### config.mk
export PLATFORM = sky130hd
export DESIGN_NAME = dpsk_detect
export DESIGN_NICKNAME = d
export VERILOG_FILES = /design/src/rtl/dpsk_pkg.sv /design/src/rtl/dpsk_correlator.sv /design/src/rtl/dpsk_smoother.sv /design/src/rtl/dpsk_slicer.sv /design/src/rtl/dpsk_detect.sv
export SDC_FILE = /design/constraint.sdc
export NUM_CORES = 1
export LEC_CHECK = 0
export CORE_MARGIN = 4
export CORE_UTILIZATION = 30
export CTS_CLUSTER_SIZE = 25
export DETAILED_ROUTE_END_ITERATION = 8
export PLACE_DENSITY = 0.49
export SYNTH_ARGS = -nofsm -noshare
export SYNTH_HDL_FRONTEND = slang
export SYNTH_HIERARCHICAL = 1
export SYNTH_SLANG_ARGS = --single-unit
### constraint.sdc
create_clock -name clk -period 8.4 [get_ports clk]
set_input_delay 1.68 -clock clk [delete_from_list [all_inputs] [get_ports clk]]
set_output_delay 1.68 -clock clk [all_outputs]
set_load 0.02 [all_outputs]
### src/rtl/dpsk_pkg.sv
package dpsk_pkg;
   // Number of extra bits needed so that a sum of n terms cannot wrap.
   function automatic int guard_bits(input int n);
      return (n <= 1) ? 0 : $clog2(n);
   endfunction
endpackage

### src/rtl/dpsk_correlator.sv
module dpsk_correlator #(
   parameter int SAMPLE_W = 12,
   parameter int CORR_W   = 2*SAMPLE_W + 1
) (
   input  logic                      clk,
   input  logic                      rst_n,
   input  logic                      in_v,
   input  logic signed [SAMPLE_W-1:0] in_i,
   input  logic signed [SAMPLE_W-1:0] in_q,
   output logic                      corr_v,
   output logic signed [CORR_W-1:0]  corr
);
   localparam int PROD_W = 2*SAMPLE_W;

   logic signed [SAMPLE_W-1:0] last_i, last_q;
   logic signed [PROD_W-1:0]   prod_i, prod_q;
   logic signed [CORR_W-1:0]   corr_d;

   always_comb begin
      prod_i = in_i * last_i;
      prod_q = in_q * last_q;
      corr_d = {prod_i[PROD_W-1], prod_i} + {prod_q[PROD_W-1], prod_q};
   end

   always_ff @(posedge clk) begin
      if (!rst_n) begin
         last_i <= '0;
         last_q <= '0;
         corr   <= '0;
         corr_v <= 1'b0;
      end else begin
         corr_v <= in_v;
         if (in_v) begin
            last_i <= in_i;
            last_q <= in_q;
            corr   <= corr_d;
         end
      end
   end

   AST_IDLE_KEEPS_HISTORY: assert property (@(posedge clk) disable iff (!rst_n)
      !in_v |=> ($stable(last_i) && $stable(last_q) && $stable(corr))) else $error("idle changed history");
endmodule

### src/rtl/dpsk_smoother.sv
module dpsk_smoother #(
   parameter int CORR_W = 25,
   parameter int LEN    = 10,
   parameter int SUM_W  = CORR_W + dpsk_pkg::guard_bits(LEN)
) (
   input  logic                     clk,
   input  logic                     rst_n,
   input  logic                     corr_v,
   input  logic signed [CORR_W-1:0] corr,
   output logic                     sum_v,
   output logic signed [SUM_W-1:0]  sum_q
);
   localparam int    FILL_W    = $clog2(LEN + 1);
   localparam longint SUM_BOUND = longint'(LEN) * (longint'(1) << (CORR_W - 2));

   logic signed [CORR_W-1:0] taps [LEN];
   logic [FILL_W-1:0]        fill;
   logic signed [SUM_W-1:0]  add_term, sub_term;

   assign add_term = {{(SUM_W-CORR_W){corr[CORR_W-1]}}, corr};
   assign sub_term = {{(SUM_W-CORR_W){taps[LEN-1][CORR_W-1]}}, taps[LEN-1]};

   // Delay line: each tap takes its neighbour on every accepted correlation.
   for (genvar k = 0; k < LEN; k++) begin : g_tap
      always_ff @(posedge clk) begin
         if (!rst_n) taps[k] <= '0;
         else if (corr_v) begin
            if (k == 0) taps[k] <= corr;
            else        taps[k] <= taps[k-1];
         end
      end
   end

   always_ff @(posedge clk) begin
      if (!rst_n) begin
         sum_q <= '0;
         fill  <= '0;
         sum_v <= 1'b0;
      end else begin
         sum_v <= 1'b0;
         if (corr_v) begin
            sum_q <= sum_q + add_term - sub_term;
            if (fill != FILL_W'(LEN)) fill <= fill + 1'b1;
            sum_v <= (fill >= FILL_W'(LEN - 1));
         end
      end
   end

   AST_NO_OVERFLOW: assert property (@(posedge clk) disable iff (!rst_n)
      (longint'(sum_q) <= SUM_BOUND) && (longint'(sum_q) >= -SUM_BOUND)) else $error("sum out of range");
   AST_WARMUP_GATE: assert property (@(posedge clk) disable iff (!rst_n)
      sum_v |-> (fill == FILL_W'(LEN))) else $error("early strobe");
   AST_IDLE_HOLDS_SUM: assert property (@(posedge clk) disable iff (!rst_n)
      !corr_v |=> $stable(sum_q)) else $error("sum moved while idle");
endmodule

### src/rtl/dpsk_slicer.sv
module dpsk_slicer #(
   parameter int SUM_W = 29
) (
   input  logic                    clk,
   input  logic                    rst_n,
   input  logic                    sum_v,
   input  logic signed [SUM_W-1:0] sum_q,
   output logic                    det_valid,
   output logic                    det_bit,
   output logic signed [SUM_W-1:0] det_metric
);
   always_ff @(posedge clk) begin
      if (!rst_n) begin
         det_valid  <= 1'b0;
         det_bit    <= 1'b0;
         det_metric <= '0;
      end else begin
         det_valid <= sum_v;
         if (sum_v) begin
            det_metric <= sum_q;
            det_bit    <= sum_q[SUM_W-1];
         end
      end
   end

   AST_OUT_HOLDS: assert property (@(posedge clk) disable iff (!rst_n)
      !sum_v |=> ($stable(det_metric) && $stable(det_bit))) else $error("output moved");
   AST_STROBE_ORIGIN: assert property (@(posedge clk) disable iff (!rst_n)
      det_valid |-> $past(sum_v)) else $error("stray strobe");
endmodule

### src/rtl/dpsk_detect.sv
module dpsk_detect #(
   parameter int SAMPLE_W = 12,
   parameter int WIN_LEN  = 10,
   parameter int CORR_W   = 2*SAMPLE_W + 1,
   parameter int METRIC_W = CORR_W + dpsk_pkg::guard_bits(WIN_LEN)
) (
   input  logic                       clk,
   input  logic                       rst_n,
   input  logic                       smp_valid,
   input  logic signed [SAMPLE_W-1:0] smp_i,
   input  logic signed [SAMPLE_W-1:0] smp_q,
   output logic                       det_valid,
   output logic                       det_bit,
   output logic signed [METRIC_W-1:0] det_metric
);
   if (SAMPLE_W < 2) begin : g_bad_w
      $error("SAMPLE_W must be at least 2");
   end
   if (WIN_LEN < 2) begin : g_bad_len
      $error("WIN_LEN must be at least 2");
   end
   if (CORR_W < 2*SAMPLE_W + 1) begin : g_bad_corr
      $error("CORR_W lacks a guard bit");
   end
   if (METRIC_W < CORR_W + dpsk_pkg::guard_bits(WIN_LEN)) begin : g_bad_metric
      $error("METRIC_W lacks guard bits");
   end

   logic                     corr_v, sum_v;
   logic signed [CORR_W-1:0] corr;
   logic signed [METRIC_W-1:0] sum_q;

   dpsk_correlator #(.SAMPLE_W(SAMPLE_W), .CORR_W(CORR_W)) u_corr (
      .clk(clk), .rst_n(rst_n), .in_v(smp_valid), .in_i(smp_i), .in_q(smp_q),
      .corr_v(corr_v), .corr(corr));

   dpsk_smoother #(.CORR_W(CORR_W), .LEN(WIN_LEN), .SUM_W(METRIC_W)) u_smooth (
      .clk(clk), .rst_n(rst_n), .corr_v(corr_v), .corr(corr),
      .sum_v(sum_v), .sum_q(sum_q));

   dpsk_slicer #(.SUM_W(METRIC_W)) u_slice (
      .clk(clk), .rst_n(rst_n), .sum_v(sum_v), .sum_q(sum_q),
      .det_valid(det_valid), .det_bit(det_bit), .det_metric(det_metric));

   AST_BIT_IS_SIGN: assert property (@(posedge clk) disable iff (!rst_n)
      det_valid |-> (det_bit == (det_metric < 0))) else $error("bit not sign");
endmodule

### Yosys cells after proc, flatten, opt, wreduce, memory -nomap -nowiden

Memory sizes are Yosys's and may differ from the RTL's.
Index checks and enable logic that the tools add are counted.
Widths: inputs -> output; s select.

| storage, ports and cells | value |
|---|---|
| flip-flop bits (word level) | 115 |
| bits in latches | 0 |
| bits in writable memories | 250 |
| bits in read-only memories | 0 |
| memories | 1 |
| word-level logic and storage cells | 45 |
| output and inout port bits | 31 |
| bits of input ports | 27 |

| operators by class | value |
|---|---|
| $mul | 2 |
| bitwise gates (word level) | 10 |
| div/mod/pow operators | 0 |
| eq/ne operators | 1 |
| add/subtract/negate cells | 4 |
| shift operators | 0 |
| mux-type cells | 14 |
| $lt $le $gt $ge | 1 |
| reduce and logical (&&, ||, !) cells | 2 |

Memories:

| name | depth | width | rd ports | clocked after Yosys merged registers in | write ports | RTL line | source |
|---|---|---|---|---|---|---|---|
| u_smooth.taps | 10 | 25 | 10 | 0 | 10 | dpsk_smoother.sv:16 | `logic signed [CORR_W-1:0] taps [LEN];` |

Operators by type and width:

| cell | number |
|---|---|
| $mux 25 | 10 |
| $mul 12x12->24 | 2 |
| $add 29x25->29 | 1 |
| $sub 29x25->29 | 1 |
| $add 24x24->25 | 1 |
| $or 1x1->1 | 10 |
| $add 4x1->4 const B | 1 |
| $ge 4x4->1 const B | 1 |
| $mux 1 | 4 |
| $ne 4x4->1 const B | 1 |
| $reduce_and 2->1 | 2 |

### Depth between registers and ports, before layout

| logic depth | value |
|---|---|
| depth after elaboration | 4 |
| depth in mapped cells | 24 |
| gate-level depth less buffers | 23 |

### Modules after synthesis

Netlist, hierarchy kept.

Modules (own cells, without submodules):

| module | times used | area each (sq um) | cells each | seq. area each (sq um) |
|---|---|---|---|---|
| dpsk_smoother | 1 | 13331.5 | 1082 | 8187.9 |
| dpsk_correlator | 1 | 13251.5 | 1406 | 1001.0 |
| dpsk_slicer | 1 | 1168.6 | 97 | 600.6 |

### Worst setup path after synthesis

Ideal clock, no wire load.

| timing path | value |
|---|---|
| path type | input port to flip-flop |
| from | in rst_n |
| to | mem u_smooth.taps[0][0], enable pin |
| arrival | 6.826 ns |
| path slack | -0.600 ns |
| setup time | 2.174 ns |
| data required time | 6.226 ns |
| cell stages on the path | 4 |
| cells stage by stage | clkbuf_1 > nor2b_1 > buf_4 > clkinv_1 |

RTL lines:

| element | RTL line | source |
|---|---|---|
| from (decl) | dpsk_detect.sv:8 | `input logic rst_n,` |
| to (decl) | dpsk_smoother.sv:16 |  |

### Final worst setup path

| timing path | value |
|---|---|
| from | in smp_i[5] |
| to | reg u_corr.corr[20] |

| between the ends | value |
|---|---|
| longest elaborated chain between the ends | 2 |

Ends and longest elaborated chain:

| element | RTL line | source |
|---|---|---|
| from (decl) | dpsk_detect.sv:10 | `input logic signed [SAMPLE_W-1:0] smp_i,` |
| $mul 12x12->24 | dpsk_correlator.sv:20 | `prod_i = in_i * last_i;` |
| $add 24x24->25 | dpsk_correlator.sv:22 | `corr_d = {prod_i[PROD_W-1], prod_i} + {prod_q[PROD_W-1], prod_q};` |
| to (signal assigned) | dpsk_correlator.sv:36 | `corr <= corr_d;` |
| to (decl) | dpsk_correlator.sv:11 | `output logic signed [CORR_W-1:0] corr` |

No other way between the ends.
A chain may end at the register's enable or synchronous reset.

==> reports/summary.txt <==
I/O Buffers: 57
Tcrit/Tclk final: 92.3%
FILL cells: 9324
Layout Nets: 3077
Total wire length: 64.9 mm
Synthesized cell area: 27800 um^2
First-pass GRT wire length: 105 mm
RSZ-0062 raised after global routing: false
Initial Utilization: 30.3%
Max-Cap Viols: 0
Worst slew pin tran: 1.19 ns
Outcome: completed
Arrival @ worst endpoint: 8.26 ns
Core area: 91700 um^2
DP Wirelength: 48.0 mm
Synth Register Bits: 364
WL met2: 32.2 mm
Worst-path clk slew: 0.06 ns
Asr flop ratio synth: 0%
Min cycle time layout: 7.76 ns
Setup crit end kind: register
FF-to-FF path depth: 18
Post-synth top area cell: edfxtp_1
Die height: 312 um
TNS Setup: 0 ns
Worst hold margin: 0.457 ns
Total global routing overflow: 0
Initial antenna violation count: 1
Top cells by area, synth: edfxtp_1, fa_1, dfxtp_1
R2r endpoint: u_corr/corr[20]
Static Leakage: 13.9 nW
Max H-tree Level: 2
Worst-Skew Late Latency: 0.57 ns
Crit. Startpoint: smp_i[5]
Area of the multi-input gates: 15500 um^2
GRT Util Overall: 13.4%
Layout cell share with drive strength beyond 1: 4.83%
DRC Markers: 0
Relative slew slack: 20.7%
Longest Clk Path Bufs: 3
Reg-to-reg startpoint: u_corr/last_q[3]
Worst R2R Setup Slack: 1.84 ns
Total Die Area: 97400 um^2
Hold buffers post-CTS: 0
Total CTS buffers: 43
Vias post-DR: 17686
Type of the most critical hold path: register to register
Rows: 111
Cts repair resizes: 0
Die X: 312 um
1st-pass router iterations: 6
Reg area: 9790 um^2
CP Launch Type: input pin
Post-synth EDFFs: 250
Met1 wire length: 28.8 mm
Root buffer cell: clkbuf_16
Finished Core Util: 33.6%
Inst Count DP: 3718
Synth Net Count: 3085
GP Congestion: 0.880
Worst-path fanout max: 13
Critical path data required time: 8.90 ns
Slew Limit Fails: 0
P per Cell Area: 324 nW/um^2
Synth cell types: 76
Met3 wire length: 2.07 mm
First DRT Iteration DRCs: 1151
Avg WL per Cell: 17.1 um
Worst Hold Path EP: u_corr/corr[22]
Clock Skews: 0.0215 ns
ANT cells: 0
Synth warnings: 6
Final WS setup: 0.644 ns
Class of the most critical setup path: input pin to register
Top Metal Used: met4
Hold Path Cell Cnt: 2
# Post-CTS Setup Buffers: 0
Largest net degree at the start of global routing: 206
Routed Antenna Nets: 0
Top cell type's share of synthesized area: 27.1%
Hold Vio Cnt, Final: 0
Sequential-to-total area share from yosys stat: 35.3%
# clock sinks: 364
Fmax: 129 MHz
Num ports: 58
Hold Startpoint: u_corr/corr[22]
Maximum VDD drop: 364 uV
Finished Layout Cells: 3796
Syn Inst Count: 2585
Post-DR vias/cell: 4.66
Top FF cell, synth: edfxtp_1
# setup viols final: 0
Vias in the first global route: 18967
Average cell area after synthesis: 10.7 um^2
CTS tree: built
Pre-CTS setup slack: 0.0546 ns
Layout area overhead: 11.0%
flip-flops by register name, indices dropped and copies added, names as in the netlist:
name	flops
u_smooth/taps	250
u_smooth/sum_q	29
u_slice/det_metric	28
u_corr/corr	25
u_corr/last_i	12
u_corr/last_q	12
u_smooth/fill	4
u_corr/corr_v	1
u_slice/det_bit	1
u_slice/det_valid	1
u_smooth/sum_v	1
cell type report:
type / count / share of cell area [%]
Clock inverter: 27 / 0.800
Tap cell: 1186 / 4.82
Sequential cell: 364 / 31.8
Inverter: 495 / 6.07
Timing Repair Buffer: 90 / 2.65
Multi-Input combinational cell: 1583 / 50.2
Clock buffer: 51 / 3.69
cell families (layout without fill, tap and decap cells):
kind of cell / after synthesis / count (layout) / synth area share [%]
flops: 364 / 364 / 35.3
compound gates: 195 / 195 / 5.21
buf+inv: 638 / 663 / 9.03
mux: 72 / 72 / 2.60
fa+ha+maj: 473 / 473 / 30.8
simple gates: 797 / 797 / 15.6
xor+xnor: 46 / 46 / 1.45
how the worst max path moves through the flow:
stage                       to  slack (ns)
4_1_cts        u_corr/corr[16]        0.65
6_report       u_corr/corr[20]        0.64
3_5_place_dp   u_corr/corr[16]        0.05
2_1_floorplan  u_corr/corr[24]        0.90
5_1_grt        u_corr/corr[21]        0.39
3_3_place_gp   u_corr/corr[16]        0.12
cell usage in the layout (no fill, tap or decap), types with 12 or more instances in the layout:
cell type        Yosys  layout
nor2b_1             77      77
clkdlybuf4s50_1      0      55
and3_1             240     240
dfxtp_1            114     112
ha_1               122     122
nand2b_1            17      17
inv_1              492     492
a21o_1              14      14
nand3_1             20      20
buf_4                5      33
a21oi_1             44      44
clkbuf_16            0      43
fa_1               351     351
xnor2_1             34      34
nand4_1             17      17
mux2i_1             72      72
edfxtp_1           250     250
and2_1             136     136
nor2_1              76      76
xor2_1              12      12
nand2_1            183     183
o21ai_1             12      12
o21ai_0             15      15
cell usage after synthesis, drive strengths merged (50+ instances only):
cell type	number
mux2i	72
inv	492
nand2	183
nor2	77
nor2b	77
a21oi	50
ha	122
clkbuf	122
dfxtp	114
fa	351
edfxtp	250
and3	240
and2	136
per-stage QoR:
| stage | power (W) | area [um^2] |
|---|---|---|
| floorplan | 0.00657 | 27800 |
| global placement | 0.00804 | 29400 |
| detailed placement | 0.00813 | 29400 |
| CTS | 0.0101 | 30800 |
| global route | 0.0109 | 30800 |
| finish | 0.00998 | 30800 |
critical path, stage by stage:
cell,delay [ns]
clkdlybuf4s50_1,0.71
and2_1,0.31
fa_1,0.55
inv_1,0.06
fa_1,0.54
fa_1,0.44
fa_1,0.51
inv_1,0.06
fa_1,0.50
fa_1,0.49
inv_1,0.05
fa_1,0.47
inv_1,0.04
ha_1,0.41
o211ai_1,0.17
o31a_4,0.41
o31ai_4,0.29
xor2_1,0.29
mux2i_1,0.13
nor2b_1,0.13
where the power goes:
part	total (W)	internal (W)	switching, W	leakage, nW
Clock	0.00184	0.00107	0.000772	0.682
Sequential	0.00223	0.00210	0.000134	3.60
Combinational	0.00591	0.00226	0.00365	9.64
layer usage:
metal | global-route usage, % | up-vias
met5 | 0 | -
met4 | 4.01 | 0
met3 | 1.58 | 95
met2 | 23.3 | 303
met1 | 17.6 | 9016
li1 | - | 8272
No activity file was read; power rests on OpenSTA's default activity.
